===== src/rtl/lcd_tc_pkg.sv =====
// Package: limits and the captured-setting type shared by the scan timing blocks.
// Assumes gap inputs are narrow unsigned values that are clamped before use.
package lcd_tc_pkg;

    localparam int LEAD_W     = 6;
    localparam int TAIL_W     = 5;
    localparam int FIX_LEAD   = 48;
    localparam int FIX_TAIL   = 16;
    localparam int LEAD_MIN   = 4;
    localparam int LEAD_MAX   = 48;
    localparam int TAIL_MIN   = 2;
    localparam int TAIL_MAX   = 16;

    typedef struct packed {
        logic [LEAD_W-1:0] lead;
        logic [TAIL_W-1:0] tail;
    } porch_t;

endpackage


===== src/rtl/lcd_cfg_shadow.sv =====
// Captures the panel mode and gap lengths as one effective gap pair.
// Assumes load is high only on the last clock of a frame; reset also captures.
module lcd_cfg_shadow
    import lcd_tc_pkg::*;
(
    input  logic              clk,
    input  logic              rst_n,
    input  logic              load,
    input  logic              mode_en_i,
    input  logic [LEAD_W-1:0] lead_i,
    input  logic [TAIL_W-1:0] tail_i,
    output porch_t            porch_o
);

    porch_t nxt;

    // Purpose: force a gap value into its legal window.
    function automatic logic [LEAD_W-1:0] fit_lead(input logic [LEAD_W-1:0] v);
        if (v < LEAD_W'(LEAD_MIN)) return LEAD_W'(LEAD_MIN);
        if (v > LEAD_W'(LEAD_MAX)) return LEAD_W'(LEAD_MAX);
        return v;
    endfunction

    function automatic logic [TAIL_W-1:0] fit_tail(input logic [TAIL_W-1:0] v);
        if (v < TAIL_W'(TAIL_MIN)) return TAIL_W'(TAIL_MIN);
        if (v > TAIL_W'(TAIL_MAX)) return TAIL_W'(TAIL_MAX);
        return v;
    endfunction

    // Purpose: pick fixed gaps or clamped programmed gaps.
    always_comb begin
        if (mode_en_i) begin
            nxt.lead = fit_lead(lead_i);
            nxt.tail = fit_tail(tail_i);
        end else begin
            nxt.lead = LEAD_W'(FIX_LEAD);
            nxt.tail = TAIL_W'(FIX_TAIL);
        end
    end

    // Purpose: hold the settings for a whole frame.
    always_ff @(posedge clk) begin
        if (!rst_n || load) begin
            porch_o <= nxt;
        end
    end

endmodule


===== src/rtl/lcd_scan_cnt.sv =====
// Clock-in-line and line-in-frame counters; line length follows the gaps.
// Assumes the gap pair changes only together with the frame wrap.
module lcd_scan_cnt
    import lcd_tc_pkg::*;
#(
    parameter int H_SYNC   = 96,
    parameter int H_ACTIVE = 640,
    parameter int V_TOTAL  = 525,
    parameter int HW       = 10,
    parameter int VW       = 10
) (
    input  logic          clk,
    input  logic          rst_n,
    input  porch_t        porch_i,
    output logic [HW-1:0] hcnt_o,
    output logic [VW-1:0] vcnt_o,
    output logic          frame_wrap_o
);

    logic [HW-1:0] line_last;
    logic          line_end;
    logic          frame_end;

    // Purpose: find the last clock of the line and of the frame.
    always_comb begin
        line_last    = HW'(H_SYNC + H_ACTIVE - 1) + HW'(porch_i.lead) + HW'(porch_i.tail);
        line_end     = (hcnt_o == line_last);
        frame_end    = (vcnt_o == VW'(V_TOTAL - 1));
        frame_wrap_o = line_end && frame_end;
    end

    // Purpose: advance the raster position by one clock.
    always_ff @(posedge clk) begin
        if (!rst_n) begin
            hcnt_o <= '0;
            vcnt_o <= '0;
        end else if (line_end) begin
            hcnt_o <= '0;
            vcnt_o <= frame_end ? '0 : vcnt_o + VW'(1);
        end else begin
            hcnt_o <= hcnt_o + HW'(1);
        end
    end

endmodule


===== src/rtl/lcd_out_stage.sv =====
// Decodes raster position into syncs, strobe and coordinates, gates pixel data,
// and registers every output in one stage so all of them align.
// Assumes pix_i belongs to the raster position presented this cycle.
module lcd_out_stage
    import lcd_tc_pkg::*;
#(
    parameter int H_SYNC   = 96,
    parameter int H_ACTIVE = 640,
    parameter int V_SYNC   = 2,
    parameter int V_BACK   = 33,
    parameter int V_ACTIVE = 480,
    parameter int HW       = 10,
    parameter int VW       = 10,
    parameter int CW       = 10,
    parameter int RW       = 9,
    parameter int PIX_W    = 18
) (
    input  logic             clk,
    input  logic             rst_n,
    input  porch_t           porch_i,
    input  logic [HW-1:0]    hcnt_i,
    input  logic [VW-1:0]    vcnt_i,
    input  logic [PIX_W-1:0] pix_i,
    output logic             hsync_n_o,
    output logic             vsync_n_o,
    output logic             de_o,
    output logic [CW-1:0]    col_o,
    output logic [RW-1:0]    row_o,
    output logic [PIX_W-1:0] rgb_o
);

    localparam int V_START = V_SYNC + V_BACK;
    localparam int V_STOP  = V_START + V_ACTIVE;

    logic [HW-1:0] h_start;
    logic [HW-1:0] h_stop;
    logic          show;

    // Purpose: decide whether this raster position is visible.
    always_comb begin
        h_start = HW'(H_SYNC) + HW'(porch_i.lead);
        h_stop  = h_start + HW'(H_ACTIVE);
        show    = (hcnt_i >= h_start) && (hcnt_i < h_stop) &&
                  (vcnt_i >= VW'(V_START)) && (vcnt_i < VW'(V_STOP));
    end

    // Purpose: register all panel-facing outputs together.
    always_ff @(posedge clk) begin
        if (!rst_n) begin
            hsync_n_o <= 1'b1;
            vsync_n_o <= 1'b1;
            de_o      <= 1'b0;
            col_o     <= '0;
            row_o     <= '0;
            rgb_o     <= '0;
        end else begin
            hsync_n_o <= !(hcnt_i < HW'(H_SYNC));
            vsync_n_o <= !(vcnt_i < VW'(V_SYNC));
            de_o      <= show;
            col_o     <= show ? CW'(hcnt_i - h_start) : '0;
            row_o     <= show ? RW'(vcnt_i - VW'(V_START)) : '0;
            rgb_o     <= show ? pix_i : '0;
        end
    end

endmodule


===== src/rtl/lcd_timing_ctrl.sv =====
// Top of the panel scan timing generator: setting capture, raster counters
// and the aligned output stage. Assumes a raster-order pixel source.
module lcd_timing_ctrl
    import lcd_tc_pkg::*;
#(
    parameter int H_SYNC   = 96,
    parameter int H_ACTIVE = 640,
    parameter int V_SYNC   = 2,
    parameter int V_BACK   = 33,
    parameter int V_ACTIVE = 480,
    parameter int V_FRONT  = 10,
    parameter int CH_W     = 6
) (
    input  logic                 clk,
    input  logic                 rst_n,
    input  logic                 mode_en_i,
    input  logic [LEAD_W-1:0]    lead_i,
    input  logic [TAIL_W-1:0]    tail_i,
    input  logic [3*CH_W-1:0]    pix_i,
    output logic                 hsync_n_o,
    output logic                 vsync_n_o,
    output logic                 de_o,
    output logic [$clog2(H_ACTIVE)-1:0] col_o,
    output logic [$clog2(V_ACTIVE)-1:0] row_o,
    output logic [3*CH_W-1:0]    rgb_o
);

    localparam int PIX_W   = 3 * CH_W;
    localparam int V_TOTAL = V_SYNC + V_BACK + V_ACTIVE + V_FRONT;
    localparam int H_MAX   = H_SYNC + LEAD_MAX + H_ACTIVE + TAIL_MAX;
    localparam int HW      = $clog2(H_MAX);
    localparam int VW      = $clog2(V_TOTAL);
    localparam int CW      = $clog2(H_ACTIVE);
    localparam int RW      = $clog2(V_ACTIVE);

    porch_t        porch;
    logic [HW-1:0] hcnt;
    logic [VW-1:0] vcnt;
    logic          frame_wrap;

    lcd_cfg_shadow u_cfg (
        .clk       (clk),
        .rst_n     (rst_n),
        .load      (frame_wrap),
        .mode_en_i (mode_en_i),
        .lead_i    (lead_i),
        .tail_i    (tail_i),
        .porch_o   (porch)
    );

    lcd_scan_cnt #(
        .H_SYNC   (H_SYNC),
        .H_ACTIVE (H_ACTIVE),
        .V_TOTAL  (V_TOTAL),
        .HW       (HW),
        .VW       (VW)
    ) u_cnt (
        .clk          (clk),
        .rst_n        (rst_n),
        .porch_i      (porch),
        .hcnt_o       (hcnt),
        .vcnt_o       (vcnt),
        .frame_wrap_o (frame_wrap)
    );

    lcd_out_stage #(
        .H_SYNC   (H_SYNC),
        .H_ACTIVE (H_ACTIVE),
        .V_SYNC   (V_SYNC),
        .V_BACK   (V_BACK),
        .V_ACTIVE (V_ACTIVE),
        .HW       (HW),
        .VW       (VW),
        .CW       (CW),
        .RW       (RW),
        .PIX_W    (PIX_W)
    ) u_out (
        .clk       (clk),
        .rst_n     (rst_n),
        .porch_i   (porch),
        .hcnt_i    (hcnt),
        .vcnt_i    (vcnt),
        .pix_i     (pix_i),
        .hsync_n_o (hsync_n_o),
        .vsync_n_o (vsync_n_o),
        .de_o      (de_o),
        .col_o     (col_o),
        .row_o     (row_o),
        .rgb_o     (rgb_o)
    );

endmodule


===== config.mk =====
export PLATFORM = sky130hd
export DESIGN_NAME = lcd_timing_ctrl
export DESIGN_NICKNAME = d
export VERILOG_FILES = /design/src/rtl/lcd_tc_pkg.sv /design/src/rtl/lcd_cfg_shadow.sv /design/src/rtl/lcd_scan_cnt.sv /design/src/rtl/lcd_out_stage.sv /design/src/rtl/lcd_timing_ctrl.sv
export SDC_FILE = /design/constraint.sdc
export NUM_CORES = 1
export LEC_CHECK = 0
export BUFFER_PORTS_ARGS = -buffer_cell sky130_fd_sc_hd__buf_2
export CAP_MARGIN = 10
export CORE_AREA = 5 5 95 97
export CTS_BUF_LIST = sky130_fd_sc_hd__clkbuf_4
export CTS_CLUSTER_SIZE = 24
export DETAILED_ROUTE_END_ITERATION = 10
export DIE_AREA = 0 0 100 102
export PLACE_DENSITY = 0.66
export SYNTH_ARGS = -nofsm -noshare
export SYNTH_HDL_FRONTEND = slang
export SYNTH_SLANG_ARGS = --single-unit

===== constraint.sdc =====
create_clock -name clk -period 5.2 [get_ports clk]
set_clock_uncertainty 0.1 [all_clocks]
set_input_delay 0.26 -clock clk [delete_from_list [all_inputs] [get_ports clk]]
set_output_delay 0.26 -clock clk [all_outputs]
set_load 0.02 [all_outputs]

### Word-level counts from Yosys, hierarchy flattened

Index checks and enable logic that the tools add are counted.
Widths: inputs -> output; s select.

* output and inout bits: 40
* logic and storage cells: 60
* flip-flop bits (word level): 71

* add/sub/neg operators: 8
* mux-type cells: 19
* bitwise logic cells: 1
* order comparisons: 10
* equal/unequal tests: 2
* reduce and logical (&&, ||, !) cells: 10

Operators by type and width (number)
* $mux 6: 4
* $add 10x1->10 const B: 2
* $mux 5: 4
* $add 10x10->10 const B: 1
* $add 10x5->10: 1
* $add 10x6->10 const A: 1
* $eq 10x10->1: 1
* $eq 10x10->1 const B: 1
* $ge 10x10->1: 1
* $ge 10x6->1 const B: 1
* $lt 10x10->1: 1
* $lt 10x10->1 const B: 1
* $lt 10x2->1 const B: 1
* $lt 10x7->1 const B: 1
* $mux 1: 10
* $mux 10: 1
* $sub 10x10->10: 1
* $sub 9x6->9 const B: 1
* $add 7x6->8 const A: 1
* $gt 6x6->1 const B: 1
* $lt 6x3->1 const B: 1
* $gt 5x5->1 const B: 1
* $lt 5x2->1 const B: 1
* $logic_and 1x1->1: 4
* 5 further kinds: 7

### Logic depth before layout (Yosys ltp)

* word-level depth: 7
* mapped depth: 13

### Cells and area by module

A second synthesis with hierarchy kept.

* cells, all modules: 370
* area total of the unflattened synthesis: 3534.6 um^2

By module, submodules not included
* lcd_out_stage: times used 1, area each 1716.6 um^2, cells an instance 175, seq. area each 800.8 um^2
* lcd_scan_cnt: times used 1, area each 1370.1 um^2, cells an instance 166, seq. area each 400.4 um^2
* lcd_cfg_shadow: times used 1, area each 447.9 um^2, cells an instance 29, seq. area each 330.3 um^2

### Worst setup path before layout

Ideal clock, no wire load.

* path kind: register to register
* start: register u_cfg.porch_o[6] (netlist bit)
* end: register u_cfg.porch_o[0] (netlist bit) (enable)
* cell stages (with the launch flop): 13
* slack: 1.489 ns
* setup time: 0.394 ns
* data arrival time: 3.217 ns
* path through: edfxtp_1 -> inv_1 -> ha_1 -> inv_1 -> ha_1 -> fa_1 -> and3_1 -> or3_1 -> nand3b_1 -> nand4_1 -> buf_2 -> buf_2 -> o21ai_0

* cells in the longest elaborated chain, start to end: 5

RTL lines
* from (decl): RTL line lcd_cfg_shadow.sv:12 `output porch_t porch_o`
* from (signal assigned): RTL line lcd_cfg_shadow.sv:44 `porch_o <= nxt;`
* $add 10x6->10: RTL line lcd_scan_cnt.sv:26 `line_last = HW'(H_SYNC + H_ACTIVE - 1) + HW'(porch_i.lead) + HW'(porch_i.tail);`
* $add 10x5->10: RTL line lcd_scan_cnt.sv:26
* $eq 10x10->1: RTL line lcd_scan_cnt.sv:27 `line_end = (hcnt_o == line_last);`
* $logic_and 1x1->1: RTL line lcd_scan_cnt.sv:29 `frame_wrap_o = line_end && frame_end;`
* $logic_or 1x1->1: RTL line lcd_cfg_shadow.sv:43 `if (!rst_n || load) begin`

No other way between the ends.
A chain may end at the register's enable or synchronous reset.

### Worst setup path after layout

* start: register u_cfg.porch_o[6] (netlist bit)
* end: register u_cfg.porch_o[4] (netlist bit) (enable)

Same word-level chain as after synthesis.

==> results.cfg <==
[timing]
tightest_slew_ns = 0.7581
finalCritPeriodShare_pct = 70.95
setup_viol_count_final = 0
fin_tns_setup_ns = 0
worst_slew_margin_rel_pct = 49.31
period_minus_slack_ns = 3.689
fmax_mhz = 271.0
hold_viol_final = 0
rsz0062_at_grt = false
maxSlewViolCount = 0
holdWs_ns = 0.02422

[logic_synthesis]
synth_area_leader_cell = dfxtp_1
yosysMostFrequentCell = dfxtp_1
synth_cell_types = 51
synth_edf_count = 11
synth_mux_area_share_pct = 0.5714
synth_cells = 383
synth_ff_type = dfxtp_1
yosys.area.top_type_share_pct = 34.29
synth_simple_gate_area_share_pct = 22.50
synth_area_mm2 = 0.003503
synth_top_family_by_area = simple AND/OR/NAND/NOR gates
synth_seq_area_share_pct = 43.71
synth_commonest_cells = dfxtp_1 (60), nor2_1 (44), inv_1 (30)
synth-xor-area-share_pct = 5.750
ys_warn_count = 0
yosys-top-cells-area = dfxtp_1 (34%), edfxtp_1 (9.4%), ha_1 (8.2%)
synth_seq_cells = 71
synth_compound_area_share_pct = 12.04
synth_nets = 440
synthAdderAreaFrac_pct = 9.357
synth.avg_cell_area_um2 = 9.147
async_reset_ff_share_pct = 0

[cts]
clk_latency_ns = 0.41
cts_tree = built
cts-buffers-inserted = 9
htree_levels = 3
cts_buffer_depth = 2
clk_pin_slew_ns = 0.11
clock_sinks = 71
ctsResizeCount = 0
root_buffer = clkbuf_4

[global_routing]
grt_pass1_vias = 2676
antenna_found_initial = 0
grt_use_total_pct = 15.17
grt_overflow = 0
grt_max_degree = 23
grt_pass1_wl_um = 12410

[critical_path]
cp_max_fo = 22
cp-end-kind = flop
start_kind = flop
cp.arrival_ns = 3.71
cp_top_family = simple AND/OR/NAND/NOR gates
worstPathCellList = inv_1 -> ha_1 -> inv_1 -> ha_1 -> fa_1 -> and3_1 -> or3_1 -> nand3b_1 -> nand4_1 -> o21ai_0 -> buf_4
max_stage_delay_ns = 0.60
cp_num_buf_inv = 3
critical_path_class = flop to flop
cp_slowest_cell = nand4_1
cp.required_ns = 5.22

[outcome]
status = completed

[drt]
num_vias = 2845
ant_nets = 0
dr.pass1.iters = 4
dr.first_iter.drc_count = 137
postRouteWirelength_um = 7426
viasPerCell = 4.939
route.detailed.drc = 0
wl_per_cell_um = 12.89

[pwr]
powerDensity_mw_per_mm2 = 257.2
ir_drop_mv = 0.1145
p_leak_uw = 0.001985

[finish]
drive_gt1_share_pct = 19.96
nFillCells = 745
n_antenna_cell = 0
area_delta_synth_final_pct = 21.07
multiInputGateArea_mm2 = 0.001759
nets = 523
stdcell_area_mm2 = 0.004242
register_area_mm2 = 0.001531

[flow_run]
cap_violations = 0

[die]
fp.dieW_um = 100
num_rows = 33
io_pins = 72
core_mm2 = 0.008051
dieArea_mm2 = 0.01020
die_height_um = 102
start_util_pct = 43.51

[place]
routabilityCongestion = 0.8500
placed_area_mm2 = 0.003902
portBuffers = 71
hpwl_um = 5609

[hold_path]
min_path_type = primary input to flop
## flip-flops by register name, indices dropped and copies added (netlist names)
register,flops
u_out.de_o,1
u_cnt.vcnt_o,10
u_out.hsync_n_o,1
u_out.row_o,9
u_cnt.hcnt_o,10
u_out.col_o,10
u_cfg.porch_o,11
u_out.vsync_n_o,1
u_out.rgb_o,18
## layer usage
metal | routed length, µm | global-route usage (%) | vias to the layer above
met5 | 0 | 0 | -
met4 | 110 | 6.218 | 0
met3 | 550 | 3.823 | 14
met2 | 3280 | 23.76 | 90
met1 | 3485 | 20.11 | 1269
li1 | - | - | 1472
## placed cells by master (no fill, tap or decap), types with 3 or more instances in the layout
cell | netlist | final
o41ai_1 | 3 | 3
edfxtp_1 | 11 | 11
ha_1 | 23 | 23
o21a_1 | 4 | 4
inv_1 | 30 | 30
buf_2 | 4 | 71
a211oi_1 | 3 | 3
or4_1 | 3 | 3
o21ai_0 | 10 | 10
nor2_1 | 44 | 44
xor2_1 | 8 | 8
nand2_1 | 23 | 23
and2_1 | 28 | 28
and3_1 | 5 | 5
a21oi_1 | 14 | 14
dlygate4sd3_1 | 0 | 18
a21o_1 | 4 | 4
nand3_1 | 12 | 12
or3_1 | 5 | 5
clkbuf_4 | 0 | 10
xnor2_1 | 15 | 15
nand4_1 | 6 | 6
dfxtp_1 | 60 | 60
nor2b_1 | 4 | 4
nor3_1 | 6 | 6
o211ai_1 | 4 | 4
nand2b_1 | 6 | 6
a21boi_0 | 3 | 3
## report_power, final
| group | total [µW] | internal [µW] | switching, µW |
|---|---|---|---|
| Clock | 385 | 200 | 185 |
| Sequential | 575 | 567 | 8.49 |
| Combinational | 131 | 64.4 | 66.2 |
## worst reg2reg max path: cells and delay by family, from the launching register on
| family | cells | cell delay (ns) |
|---|---|---|
| DFF | 1 | 0.34 |
| AOI/OAI and AO/OA | 1 | 0.43 |
| and+or+nand+nor | 4 | 1.30 |
| adders and majority gates | 3 | 0.89 |
| buffers and inverters | 3 | 0.37 |
## final timing paths
path / startpoint / endpoint / slack [ns] / cells past startpoint
worst max-delay path: u_cfg.porch_o[6]$_SDFFCE_PN0P_ / u_cfg.porch_o[4]$_SDFFCE_PN1P_ / 1.51 / 11
worst min register to register: u_cnt.hcnt_o[0]$_SDFF_PP0_ / u_cnt.hcnt_o[0]$_SDFF_PP0_ / 0.41 / 1
worst max register to register: u_cfg.porch_o[6]$_SDFFCE_PN0P_ / u_cfg.porch_o[4]$_SDFFCE_PN1P_ / 1.51 / 11
worst min-delay path: lead_i[1] / u_cfg.porch_o[6]$_SDFFCE_PN0P_ / 0.02 / 2
## stage by stage
| step | util [%] | power (µW) | worst slack, ns | instances |
|---|---|---|---|---|
| 5_1_grt | 52.68 | 1153 | 1.145 | 576 |
| 2_1_floorplan | - | 672.9 | 1.489 | 383 |
| 3_5_place_dp | 48.47 | 707.5 | 1.524 | 542 |
| 4_1_cts | 52.68 | 1106 | 1.490 | 576 |
| 3_3_place_gp | 48.47 | 704.0 | 1.580 | 542 |
| 6_report | 52.68 | 1091 | 1.511 | 576 |
## area by class of cell
class,instances,area share (%)
Clock buffer,10,1.770
Clock inverter,6,1.976
Multi-Input combinational cell,263,41.47
Sequential cell,71,36.11
Timing Repair Buffer,90,12.80
Tap cell,105,3.097
Inverter,31,2.773
## cell families (layout without fill, tap and decap cells)
group                    count (synthesis)  count (layout)
adder cells (fa/ha/maj)                 25              25
AND/OR/NAND/NOR                        153             153
AO/OA/AOI/OAI                           60              60
buffers and inverters                   49             137
XOR/XNOR                                23              23
multiplexers                             2               2
flip-flops                              71              71
## repair_timing
| action | 4_1_cts | 5_1_grt |
|---|---|---|
| endpoints found under the hold margin | 18 | 0 |
| hold buffers | 18 | 0 |
| setup buffers | 0 | 0 |
Note: power is estimated with default switching activity, not from simulation.
